===== config.mk =====
export PLATFORM = sky130hd
export DESIGN_NAME = usb_hport_ctl
export DESIGN_NICKNAME = d
export VERILOG_FILES = /design/src/rtl/usb_hport_pkg.sv /design/src/rtl/usb_hport_rst_timer.sv /design/src/rtl/usb_hport_speed_cap.sv /design/src/rtl/usb_hport_ctl.sv
export SDC_FILE = /design/constraint.sdc
export NUM_CORES = 1
export LEC_CHECK = 0
export ABC_CLOCK_PERIOD_IN_PS = 2500
export BUFFER_PORTS_ARGS = -buffer_cell sky130_fd_sc_hd__buf_2
export CAP_MARGIN = 20
export CORE_MARGIN = 2
export CORE_UTILIZATION = 30
export CTS_BUF_LIST = sky130_fd_sc_hd__clkbuf_4
export DETAILED_ROUTE_END_ITERATION = 6
export GPL_ROUTABILITY_DRIVEN = 1
export GPL_TIMING_DRIVEN = 0
export MAX_ROUTING_LAYER = met4
export PLACE_DENSITY = 0.52
export SLEW_MARGIN = 20
export SYNTH_ARGS = -nofsm -noshare
export SYNTH_HDL_FRONTEND = slang
export SYNTH_HIERARCHICAL = 1
export SYNTH_SLANG_ARGS = --single-unit

===== constraint.sdc =====
create_clock -name clk -period 2.5 [get_ports clk]
set_input_delay 0 -clock clk [delete_from_list [all_inputs] [get_ports clk]]
set_output_delay 0 -clock clk [all_outputs]
set_load 0.05 [all_outputs]

===== src/rtl/usb_hport_pkg.sv =====
package usb_hport_pkg;

  typedef enum logic [1:0] {
    SPD_FULL = 2'b00,
    SPD_LOW  = 2'b01,
    SPD_HIGH = 2'b10,
    SPD_RSVD = 2'b11
  } port_speed_e;

  localparam int BIT_CONN   = 0;
  localparam int BIT_EN     = 1;
  localparam int BIT_CHG    = 2;
  localparam int BIT_RST    = 3;
  localparam int BIT_SPD_LO = 4;
  localparam int BIT_SPD_HI = 5;
  localparam int BIT_HS     = 6;
  localparam int BIT_OWN    = 7;

  localparam int ADDR_PORT  = 0;
  localparam int ADDR_IEN   = 1;

  // The reserved code from the line side is reported as full speed.
  function automatic port_speed_e map_speed(input logic [1:0] raw);
    port_speed_e s;
    case (raw)
      2'b01:   s = SPD_LOW;
      2'b10:   s = SPD_HIGH;
      default: s = SPD_FULL;
    endcase
    return s;
  endfunction

endpackage


===== src/rtl/usb_hport_rst_timer.sv =====
module usb_hport_rst_timer #(
  parameter int RESET_CYCLES = 600000
) (
  input  logic clk,
  input  logic rst_n,
  input  logic start,
  input  logic abort,
  output logic busy,
  output logic done
);
  localparam int CNT_W = (RESET_CYCLES < 2) ? 1 : $clog2(RESET_CYCLES);
  localparam logic [CNT_W-1:0] CNT_LOAD = CNT_W'(RESET_CYCLES - 1);

  logic [CNT_W-1:0] cnt;

  always_ff @(posedge clk) begin
    if (!rst_n) begin
      busy <= 1'b0;
      cnt  <= '0;
    end else if (abort) begin
      busy <= 1'b0;
      cnt  <= '0;
    end else if (start && !busy) begin
      busy <= 1'b1;
      cnt  <= CNT_LOAD;
    end else if (busy) begin
      if (cnt == '0) busy <= 1'b0;
      else           cnt  <= cnt - 1'b1;
    end
  end

  assign done = busy && (cnt == '0) && !abort;

  p_done_ends_r2: assert property (@(posedge clk) disable iff (!rst_n)
    done |=> !busy);
  p_no_early_end_r3: assert property (@(posedge clk) disable iff (!rst_n)
    busy && !done && !abort |=> busy);
  p_abort_stops_r11: assert property (@(posedge clk) disable iff (!rst_n)
    abort |=> !busy);

endmodule


===== src/rtl/usb_hport_speed_cap.sv =====
module usb_hport_speed_cap
  import usb_hport_pkg::*;
(
  input  logic        clk,
  input  logic        rst_n,
  input  logic        capture,
  input  logic        clear,
  input  logic [1:0]  raw_speed,
  output port_speed_e speed,
  output logic        hs
);
  port_speed_e mapped;
  assign mapped = map_speed(raw_speed);

  always_ff @(posedge clk) begin
    if (!rst_n || clear) begin
      speed <= SPD_FULL;
      hs    <= 1'b0;
    end else if (capture) begin
      speed <= mapped;
      hs    <= (raw_speed == 2'b10);
    end
  end

  p_hs_agree_r6: assert property (@(posedge clk) disable iff (!rst_n)
    hs == (speed == SPD_HIGH));
  p_no_rsvd_r5: assert property (@(posedge clk) disable iff (!rst_n)
    speed != SPD_RSVD);
  p_speed_hold_r8: assert property (@(posedge clk) disable iff (!rst_n)
    !capture && !clear |=> $stable(speed) && $stable(hs));

endmodule


===== src/rtl/usb_hport_ctl.sv =====
module usb_hport_ctl
  import usb_hport_pkg::*;
#(
  parameter int RESET_CYCLES = 600000,
  parameter int ADDR_W       = 2,
  parameter int DATA_W       = 32
) (
  input  logic              clk,
  input  logic              rst_n,
  input  logic              reg_wr,
  input  logic [ADDR_W-1:0] reg_addr,
  input  logic [DATA_W-1:0] reg_wdata,
  output logic [DATA_W-1:0] reg_rdata,
  input  logic              dev_connect,
  input  logic [1:0]        phy_speed,
  output logic              port_reset_drive,
  output logic              port_irq
);
  logic        port_wr, ien_wr, start, abort, busy, done;
  logic        enabled, chg, ien, hs;
  port_speed_e speed;

  assign port_wr = reg_wr && (reg_addr == ADDR_W'(ADDR_PORT));
  assign ien_wr  = reg_wr && (reg_addr == ADDR_W'(ADDR_IEN));
  assign start   = port_wr && reg_wdata[BIT_RST] && dev_connect;
  assign abort   = !dev_connect;

  usb_hport_rst_timer #(.RESET_CYCLES(RESET_CYCLES)) u_timer (
    .clk(clk), .rst_n(rst_n), .start(start), .abort(abort),
    .busy(busy), .done(done)
  );

  usb_hport_speed_cap u_speed (
    .clk(clk), .rst_n(rst_n), .capture(done), .clear(abort),
    .raw_speed(phy_speed), .speed(speed), .hs(hs)
  );

  always_ff @(posedge clk) begin
    if (!rst_n) begin
      enabled <= 1'b0;
      chg     <= 1'b0;
      ien     <= 1'b0;
    end else begin
      if (!dev_connect)          enabled <= 1'b0;
      else if (done)             enabled <= 1'b1;
      else if (start && !busy)   enabled <= 1'b0;

      if (done)                               chg <= 1'b1;
      else if (port_wr && reg_wdata[BIT_CHG]) chg <= 1'b0;

      if (ien_wr) ien <= reg_wdata[0];
    end
  end

  always_comb begin
    reg_rdata = '0;
    if (reg_addr == ADDR_W'(ADDR_PORT)) begin
      reg_rdata[BIT_CONN]   = dev_connect;
      reg_rdata[BIT_EN]     = enabled;
      reg_rdata[BIT_CHG]    = chg;
      reg_rdata[BIT_RST]    = busy;
      reg_rdata[BIT_SPD_HI:BIT_SPD_LO] = speed;
      reg_rdata[BIT_HS]     = hs;
      reg_rdata[BIT_OWN]    = 1'b0;
    end else if (reg_addr == ADDR_W'(ADDR_IEN)) begin
      reg_rdata[0] = ien;
    end
  end

  assign port_reset_drive = busy;
  assign port_irq         = chg && ien;

  p_done_sets_r4: assert property (@(posedge clk) disable iff (!rst_n)
    done |=> chg && enabled);
  p_disc_clears_r11: assert property (@(posedge clk) disable iff (!rst_n)
    !dev_connect |=> !enabled && !busy);
  p_chg_only_on_done_r9: assert property (@(posedge clk) disable iff (!rst_n)
    !done |=> !$rose(chg));

endmodule


==> flow_summary_export.csv, run 1 <==
group,metric,value,unit
clock_network,htreeDepth,1,
cells_and_area,seq_area,520,sq um
floorplan,fp.dieW,79.4,um
synthesis,syn-instance-count,214,
routing,avgViaCountPerCell,4.74,
routing,first_pass_iters,4,
floorplan,rows,27,
synthesis,synthTopCellsByArea,"dfxtp_1 (30%), buf_4 (11%), mux2i_1 (4.1%)",
grt,grt_pass1_wl,6680,um
placed_design,hpwlAfterDp,2990,um
placed_design,dpl.cell_count,329,
grt,track_usage,13.5,%
floorplan,dieArea,6310,sq um
synthesis,synth_ff_type,"dfxtp_1",
grt,first_global_vias,1449,
cells_and_area,drive_gt1_share,21.1,%
floorplan,ioPinCount,74,
outcome,status,"complete, no violations",
floorplan,initial_core_util,31.0,%
synthesis,synth_seq_cells,26,
synthesis,netlist_area,1710,sq um
cells_and_area,nNetsFinal,313,
sta,min_period,2.22,ns
pwr,vdd_drop_max,0.231,mV
placed_design,routabilityCongestion,0.827,
cells_and_area,postLayoutCoreUtil,38.2,%
routing,drc_errors,0,
cells_and_area,area_delta_synth_final,23.3,%
sta,maxSlewViolCount,0,
synthesis,synth.top_cells.by_count,"buf_4 (26), dfxtp_1 (26), nand2_1 (14), nor2_1 (12), o21ai_0 (11)",
worst_setup_path,cp.required,2.78,ns
clock_network,path_clk_slew,0.15,ns
synthesis,ys_warn_count,6,
routing,first_iter_violations,71,
cells_and_area,final_cells,342,
placed_design,portBuffers,19,
clock_network,clock_sinks,26,
pwr,cellPowerDensity,384,nW/um^2
cells_and_area,nFillCells,576,
clock_network,clk_root_buffer_cell,"clkbuf_4",
worst_setup_path,cp-end-kind,"flop",
grt,antenna_found_initial,0,
sta,post-route-period-util,89.0,%
worst_setup_path,critPathKind,"flop to flop",
synthesis,ys_types,45,
worst_setup_path,critPathMaxFanout,8,
clock_network,worstSkewPairLatency,0.33,ns
clock_network,cts_tree,"built",
synthesis,yosysSeqAreaShare,30.5,%
hold_path,hold_path.class,"primary input to flop",
cells_and_area,multiInputGateArea,1030,sq um
sta,final.setup_skew,0.00846,ns
routing,wire_per_inst,12.1,um
grt,grt_max_degree,15,
synthesis,synth_edf_count,0,
routing,antenna_left,0,
grt,grt_overflow,0,
sta,setup_violations,0,
floorplan,die_h,79.4,um
floorplan,core_area,5510,sq um
job,max_cap_violations,0,
synthesis,synthDominantCellAreaShare,30.5,%
synthesis,synthArstFlopShare,0,%
sta,setup_tns,0,ns
clock_network,cts.path.max_buffers,2,
routing,drt-total-wl,4130,um
sta,holdWs,0.0160,ns
pwr,power.leakage,0.961,nW
synthesis,synth.avg_cell_area,7.97,sq um
routing,dr_total_vias,1622,
sta,grt_setup_unrepaired,"false",
worst_setup_path,worst-endpoint-arrival,2.50,ns
sta,max_freq,449,MHz
synthesis,synth_top_area_cell,"dfxtp_1",
sta,tightest_slew,0.524,ns
sta,finalHoldViolCount,0,
clock_network,numCtsBuffers,3,
sta,slew_headroom,64.8,%
cells_and_area,diodes,0,
worst_setup_path,cp-start-kind,"flop",
==> where the power goes <==
part / internal (W) / switching [W]
combinational: 0.0000617 / 0.000136
clock: 0.0000587 / 0.000131
sequential: 0.000417 / 0.00000300
total: 0.000538 / 0.000270
==> flip-flops by register name (all words and copies together), names as in the netlist <==
name           flops
enabled            1
ien                1
u_timer/cnt       20
u_speed/speed      2
u_timer/busy       1
chg                1
==> worst max-delay path, stage by stage, from the launching register on <==
cell	delay [ns]
dfxtp_1	0.36
inv_1	0.10
ha_1	0.19
nor2b_1	0.22
nand2_1	0.18
nor4_2	0.40
and3b_1	0.36
and4bb_1	0.21
a31oi_1	0.14
==> area by class of cell <==
cell class | instances | area share [%]
Sequential cell | 26 | 24.7
Tap cell | 72 | 4.28
Buffer | 35 | 11.3
Clock buffer | 3 | 1.07
Timing Repair Buffer | 28 | 8.80
Inverter | 4 | 0.713
Clock inverter | 1 | 0.178
Multi-Input combinational cell | 173 | 48.9
==> stage by stage <==
step	power, W	cell area, sq um	setup WS, ns
2_1_floorplan	0.000585	1800	0.600
5_1_grt	0.000850	2100	0.0220
3_3_place_gp	0.000613	1980	0.211
6_report	0.000808	2100	0.275
3_5_place_dp	0.000614	1980	0.136
4_1_cts	0.000816	2100	0.0895
==> placed cells by master, fill, tap and decap left out, drive strengths merged, types with 5 or more instances in the layout <==
master and count:
buf 48, dfxtp 26, conb 25, nand2 14
nor2 13, o21ai 11, or3 11, nor3 10
dlygate4sd3 9, clkbuf 9, a31oi 8, a21oi 8
and2 7, mux2i 7, nand2b 6, nand3 6
nor4 6, o31ai 5
==> path summary, 6_finish.rpt <==
check	start	slack, ns	cells past startpoint	to
worst max-delay path	u_timer/cnt[0]	0.28	8	enabled
worst min register to register	u_speed/speed[0]	0.48	2	u_speed/speed[0]
worst min-delay path	reg_addr[1]	0.02	3	enabled
worst max register to register	u_timer/cnt[0]	0.28	8	enabled
==> metal layers <==
metal  track usage (%)  vias up  part of all wire, %
met1              17.0      743                   49
met4              3.97        0                 0.61
met5                 -        -                    0
met3              2.94        2                  4.2
li1                  -      843                    -
met2              21.7       34                   47
==> timing repair <==
action | 4_1_cts | 5_1_grt
endpoints found under the hold margin | 5 | 0
hold buffers | 9 | 0
gates resized for setup | 0 | 1
endpoints found under the setup margin | 0 | 4
buffers inserted | 0 | 0
==> cells by family after synthesis <==
kind of cell | share of synthesized area, %
other | 0.220
adders and majority gates | 1.47
AOI/OAI and AO/OA | 16.2
buffers and inverters | 14.8
and+or+nand+nor | 32.7
DFF | 30.5
muxes | 4.11
Power figures use the tool's default switching activity.
==> inputs of run 2 (changes only) <==
--- a/config.mk
+++ b/config.mk
@@ -17,4 +17,5 @@
 export MAX_ROUTING_LAYER = met4
 export PLACE_DENSITY = 0.52
+export REMOVE_ABC_BUFFERS = 1
 export SLEW_MARGIN = 20
 export SYNTH_ARGS = -nofsm -noshare
==> constraint.sdc (replaced) <==
create_clock -name clk -period 2.5 [get_ports clk]
set_input_delay 0.5 -clock clk [delete_from_list [all_inputs] [get_ports clk]]
set_output_delay 0.5 -clock clk [all_outputs]
set_load 0.05 [all_outputs]
==> run 2 against run 1 <==
Against the previous run: cell count down 13%; clock skew up 0.0034 ns; worst hold slack better by 0.35 ns; fmax is 2.1% higher; worst setup slack gained 0.046 ns; sequential share of layout area is 4.1 points higher; largest power group unchanged.
==> flow_summary_export.csv, run 2 (synthesis gave the netlist of run 1 again) <==
group,metric,value,unit
cells_and_area,area_delta_synth_final,5.65,%
placed_design,hpwlAfterDp,2670,um
sta,slew_headroom,53.2,%
floorplan,ioPinCount,74,
routing,first_pass_iters,6,
pwr,vdd_drop_max,0.161,mV
sta,finalHoldViolCount,0,
clock_network,cts_tree,"built",
clock_network,clk_root_buffer_cell,"clkbuf_4",
sta,grt_setup_unrepaired,"false",
grt,antenna_found_initial,0,
worst_setup_path,cpMaxStageDelayCell,"dfxtp_1",
clock_network,worstSkewPairLatency,0.33,ns
floorplan,core_area,5510,sq um
cells_and_area,final_cell_mix,"dfxtp_1 (26), conb_1 (25), buf_2 (19), nand2_1 (14), nor2_1 (12)",
hold_path,hold_depth,2,
routing,antenna_left,0,
cells_and_area,top_regs,"u_timer/cnt x20, u_speed/speed x2",
worst_setup_path,critPathTopFamily,"simple AND/OR/NAND/NOR gates",
placed_design,routabilityCongestion,0.810,
sta,setup_violations,0,
floorplan,initial_core_util,31.0,%
placed_design,dpl.cell_count,294,
routing,first_iter_violations,67,
grt,grt_max_degree,19,
cells_and_area,nNetsFinal,269,
sta,max_freq,459,MHz
floorplan,rows,27,
worst_setup_path,cp-start-kind,"flop",
pwr,cellPowerDensity,483,nW/um^2
cells_and_area,diodes,0,
hold_path,hold_path.class,"primary input to flop",
grt,first_global_vias,1267,
outcome,status,"complete, no violations",
worst_setup_path,critPathMaxFanout,8,
worst_setup_path,critPathBufInv,1,
worst_setup_path,worstPathCellList,"inv_1, ha_1, nor2b_1, nand2_1, nor4_2, and3b_1, and4bb_1, a31oi_1",
cells_and_area,final_common_cell,"dfxtp_1",
sta,post-route-period-util,87.2,%
floorplan,die_h,79.4,um
worst_setup_path,cp-end-kind,"flop",
cells_and_area,nFillCells,585,
floorplan,fp.dieW,79.4,um
cells_and_area,largest_reg_flops,20,
worst_setup_path,cp.required,2.78,ns
job,max_cap_violations,0,
placed_design,portBuffers,19,
routing,drc_errors,0,
worst_setup_path,cp_slowest_stage_delay,0.37,ns
grt,grt_pass1_wl,6110,um
worst_setup_path,worst-endpoint-arrival,2.45,ns
clock_network,clock_sinks,26,
sta,tightest_slew,0.702,ns
cells_and_area,drive_gt1_share,13.3,%
sta,min_period,2.18,ns
clock_network,cts.path.max_buffers,2,
floorplan,dieArea,6310,sq um
cells_and_area,final_cells,298,
clock_network,numCtsBuffers,3,
sta,setup_tns,0,ns
routing,drt-total-wl,3630,um
sta,maxSlewViolCount,0,
routing,wire_per_inst,12.2,um
routing,avgViaCountPerCell,4.91,
sta,final.setup_skew,0.0119,ns
clock_network,path_clk_slew,0.16,ns
pwr,power.leakage,0.774,nW
grt,grt_overflow,0,
worst_setup_path,ff2ff_path_depth,8,
cells_and_area,regMostFlops,"u_timer/cnt",
grt,track_usage,12.4,%
routing,dr_total_vias,1464,
worst_setup_path,critPathKind,"flop to flop",
worst_setup_path,path_depth,8,
clock_network,htreeDepth,1,
run 2: worst paths after layout:
| path | startpoint | endpoint | slack (ns) |
|---|---|---|---|
| setup / recovery | u_timer/cnt[0] | enabled | 0.32 |
| hold / removal | reg_wdata[2] | chg | 0.37 |
| setup reg to reg | u_timer/cnt[0] | enabled | 0.32 |
| hold reg to reg | u_speed/speed[0] | u_speed/speed[0] | 0.48 |
run 2: timing repair:
| action | 4_1_cts | 5_1_grt |
|---|---|---|
| setup endpoints to repair | 0 | 1 |
| buffers inserted | 0 | 0 |
| hold buffers | 0 | 0 |
| resized for setup | 0 | 1 |
run 2: layer usage:
metal | share of wire [%] | up-vias | global-route usage (%)
met5 | 0 | - | -
li1 | - | 762 | -
met2 | 43 | 32 | 17.6
met3 | 4.0 | 2 | 1.81
met4 | 0.63 | 0 | 3.62
met1 | 52 | 668 | 18.1
run 2: power breakdown:
group	switching, W	internal, W
Combinational	0.000125	0.0000242
Clock	0.000139	0.000162
Sequential	0.00000357	0.000418
Total	0.000267	0.000604
run 2: through the flow:
stage	total power (W)	area, sq um	hold slack [ns]	setup slack [ns]	util, %
5_1_grt	0.000910	1800	0.337	0.142	32.7
6_report	0.000871	1800	0.369	0.321	32.7
4_1_cts	0.000878	1800	0.349	0.172	32.6
3_5_place_dp	0.000578	1740	0.461	0.209	31.7
2_1_floorplan	0.000552	1560	0.439	0.456	-
3_3_place_gp	0.000578	1740	0.457	0.195	31.7
run 2: layout make-up:
| class | count | area (sq um) | area share (%) |
|---|---|---|---|
| clock buffer | 3 | 22.5 | 1.25 |
| clock inverter | 1 | 30.0 | 1.67 |
| multi-input combinational | 173 | 1030 | 57.1 |
| sequential | 26 | 520 | 28.9 |
| timing repair buffer | 19 | 95.1 | 5.27 |
| inverter | 4 | 15.0 | 0.833 |
| tap | 72 | 90.1 | 5.00 |
==> inputs of run 3 (changes only) <==
- CORE_UTILIZATION: 30 -> 40
- MAX_ROUTING_LAYER: met4 -> not set
- PLACE_DENSITY: 0.52 -> 0.66
==> run 3 against run 2 <==
Against the previous run: total power down 0.26%; final area down 1.5%; largest cell class unchanged; utilization up 11 points; non-clock buffer count unchanged; fmax up 0.24%; register-to-register slack about the same; die area down 24%; combinational power about the same; highest routed layer unchanged; critical endpoint unchanged.
==> flow_summary_export.csv, run 3 (synthesis gave the netlist of run 1 again) <==
group,metric,value,unit
grt,first_global_vias,1233,
cells_and_area,final_area,1780,sq um
grt,grt_overflow,0,
worst_setup_path,worst-endpoint-arrival,2.46,ns
worst_setup_path,r2r_slack,0.33,ns
cells_and_area,area_delta_synth_final,4.03,%
sta,tightest_slew,0.721,ns
clock_network,clk_root_buffer_cell,"clkbuf_4",
cells_and_area,final_common_cell,"dfxtp_1",
cells_and_area,top_regs,"u_timer/cnt x20, u_speed/speed x2",
placed_design,routabilityCongestion,0.828,
routing,dr_total_vias,1483,
clock_network,clock_sinks,26,
worst_setup_path,reg2reg_to,"enabled",
floorplan,initial_core_util,42.1,%
clock_network,path_clk_slew,0.16,ns
cells_and_area,regMostFlops,"u_timer/cnt",
worst_setup_path,worstPathCellList,"inv_1, ha_1, nor2b_1, nand2_1, nor4_2, and3b_1, and4bb_1, a31oi_1",
cells_and_area,final_cells,276,
floorplan,ioPinCount,74,
worst_setup_path,cp-end-kind,"flop",
worst_setup_path,cpMaxStageDelayCell,"dfxtp_1",
sta,grt_setup_unrepaired,"false",
pwr,cellPowerDensity,489,nW/um^2
clock_network,cts.path.max_buffers,2,
routing,wire_per_inst,12.9,um
cells_and_area,nNetsFinal,269,
sta,final.setup_skew,0.0157,ns
hold_path,hold_path.class,"primary input to flop",
sta,post-route-period-util,87.0,%
pwr,internal_power,0.000604,W
pwr,power.leakage,0.774,nW
routing,first_iter_violations,66,
cells_and_area,final_cell_mix,"dfxtp_1 (26), conb_1 (25), buf_2 (19), nand2_1 (14), nor2_1 (12)",
worst_setup_path,cp_slowest_stage_delay,0.37,ns
outcome,status,"complete, no violations",
pwr,power_frac_comb,17.2,%
floorplan,rows,23,
worst_setup_path,critPathMaxFanout,8,
cells_and_area,drive_gt1_share,13.3,%
sta,max_freq,460,MHz
clock_network,htreeDepth,1,
hold_path,worstHoldEndpoint,"chg",
floorplan,dieArea,4810,sq um
worst_setup_path,cp-start-kind,"flop",
sta,slew_headroom,52.0,%
floorplan,fp.dieW,69.3,um
routing,first_pass_iters,4,
pwr,switchingPower,0.000265,W
sta,maxSlewViolCount,0,
sta,setup_violations,0,
placed_design,portBuffers,19,
grt,track_usage,14.5,%
sta,min_period,2.17,ns
grt,grt_pass1_wl,5830,um
worst_setup_path,r2r_start,"u_timer/cnt[0]",
clock_network,numCtsBuffers,3,
routing,drc_errors,0,
pwr,p_sw_share,30.5,%
worst_setup_path,crit_start,"u_timer/cnt[0]",
pwr,p_total,0.000869,W
worst_setup_path,ff2ff_path_depth,8,
sta,finalHoldViolCount,0,
job,max_cap_violations,0,
placed_design,dpl.cell_count,272,
grt,grt_max_degree,19,
clock_network,hold_buffers,0,
hold_path,hold_start,"reg_wdata[2]",
placed_design,hpwlAfterDp,2530,um
routing,antenna_left,0,
sta,setup_tns,0,ns
worst_setup_path,cp.required,2.78,ns
clock_network,worstSkewPairLatency,0.34,ns
pwr,p_seq_share,48.5,%
pwr,clkPwrFrac,34.3,%
clock_network,cts_tree,"built",
worst_setup_path,critPathKind,"flop to flop",
floorplan,core_area,4060,sq um
routing,avgViaCountPerCell,5.37,
grt,antenna_found_initial,0,
cells_and_area,largest_reg_flops,20,
hold_path,hold_depth,2,
floorplan,die_h,69.3,um
placed_design,placed_cell_area,1720,sq um
cells_and_area,diodes,0,
cells_and_area,nFillCells,431,
routing,drt-total-wl,3550,um
pwr,vdd_drop_max,0.340,mV
## run 3: cell counts in the layout (fill, tap and decap cells not counted)
Identical to the previous run, type by type.
## run 3: cell type report
type	count	area [sq um]	area share, %
inverter	4	15.0	0.846
tap	50	62.6	3.52
timing repair buffer	19	95.1	5.36
multi-input combinational	173	1030	58.0
clock buffer	3	22.5	1.27
sequential	26	520	29.3
clock inverter	1	30.0	1.69
## run 3: metrics by stage
| stage | util [%] | setup slack [ns] | hold slack (ns) |
|---|---|---|---|
| after CTS | 43.6 | 0.182 | 0.348 |
| final | 43.8 | 0.326 | 0.372 |
| after detailed placement | 42.3 | 0.228 | 0.457 |
| after global routing | 43.8 | 0.168 | 0.367 |
| after floorplan | - | 0.456 | 0.439 |
| after global placement | 42.3 | 0.237 | 0.450 |
## run 3: worst max-delay path, delay by kind of cell, from the launching register on
| kind | cells | cell delay, ns |
|---|---|---|
| buffers and inverters | 1 | 0.11 |
| adder cells (fa/ha/maj) | 1 | 0.17 |
| flip-flops | 1 | 0.37 |
| AND/OR/NAND/NOR | 5 | 1.32 |
| AO/OA/AOI/OAI | 1 | 0.15 |
## run 3: timing repair
item | in CTS | in global routing
resized for setup | 0 | 1
setup endpoints to repair | 0 | 1
setup buffers | 0 | 0
hold endpoints to repair | 0 | 0
## run 3: worst max-delay path by stage
stage / depth (start not counted) / slack, ns / to
6_report: 8 / 0.33 / enabled
4_1_cts: 8 / 0.18 / enabled
5_1_grt: 8 / 0.17 / enabled
3_5_place_dp: 8 / 0.23 / enabled
3_3_place_gp: 8 / 0.24 / enabled
2_1_floorplan: 4 / 0.46 / u_timer/cnt[16]
## run 3: power by group through the flow
| stage | clock (W) | sequential (W) | combinational, W |
|---|---|---|---|
| 3_3_place_gp | 0 | 0.000430 | 0.000147 |
| 4_1_cts | 0.000311 | 0.000421 | 0.000148 |
| 3_5_place_dp | 0 | 0.000430 | 0.000147 |
| 2_1_floorplan | 0 | 0.000429 | 0.000122 |
| 5_1_grt | 0.000322 | 0.000422 | 0.000159 |
| 6_report | 0.000298 | 0.000421 | 0.000150 |
## run 3: per-layer routing
metal | share of wire [%] | wire length (um) | GRT usage (%) | vias up
li1 | - | - | - | 758
met1 | 48 | 1710 | 20.6 | 655
met2 | 43 | 1530 | 21.8 | 68
met3 | 8.3 | 295 | 3.34 | 2
met4 | 0.56 | 20 | 4.14 | 0
met5 | 0 | 0 | 0 | -
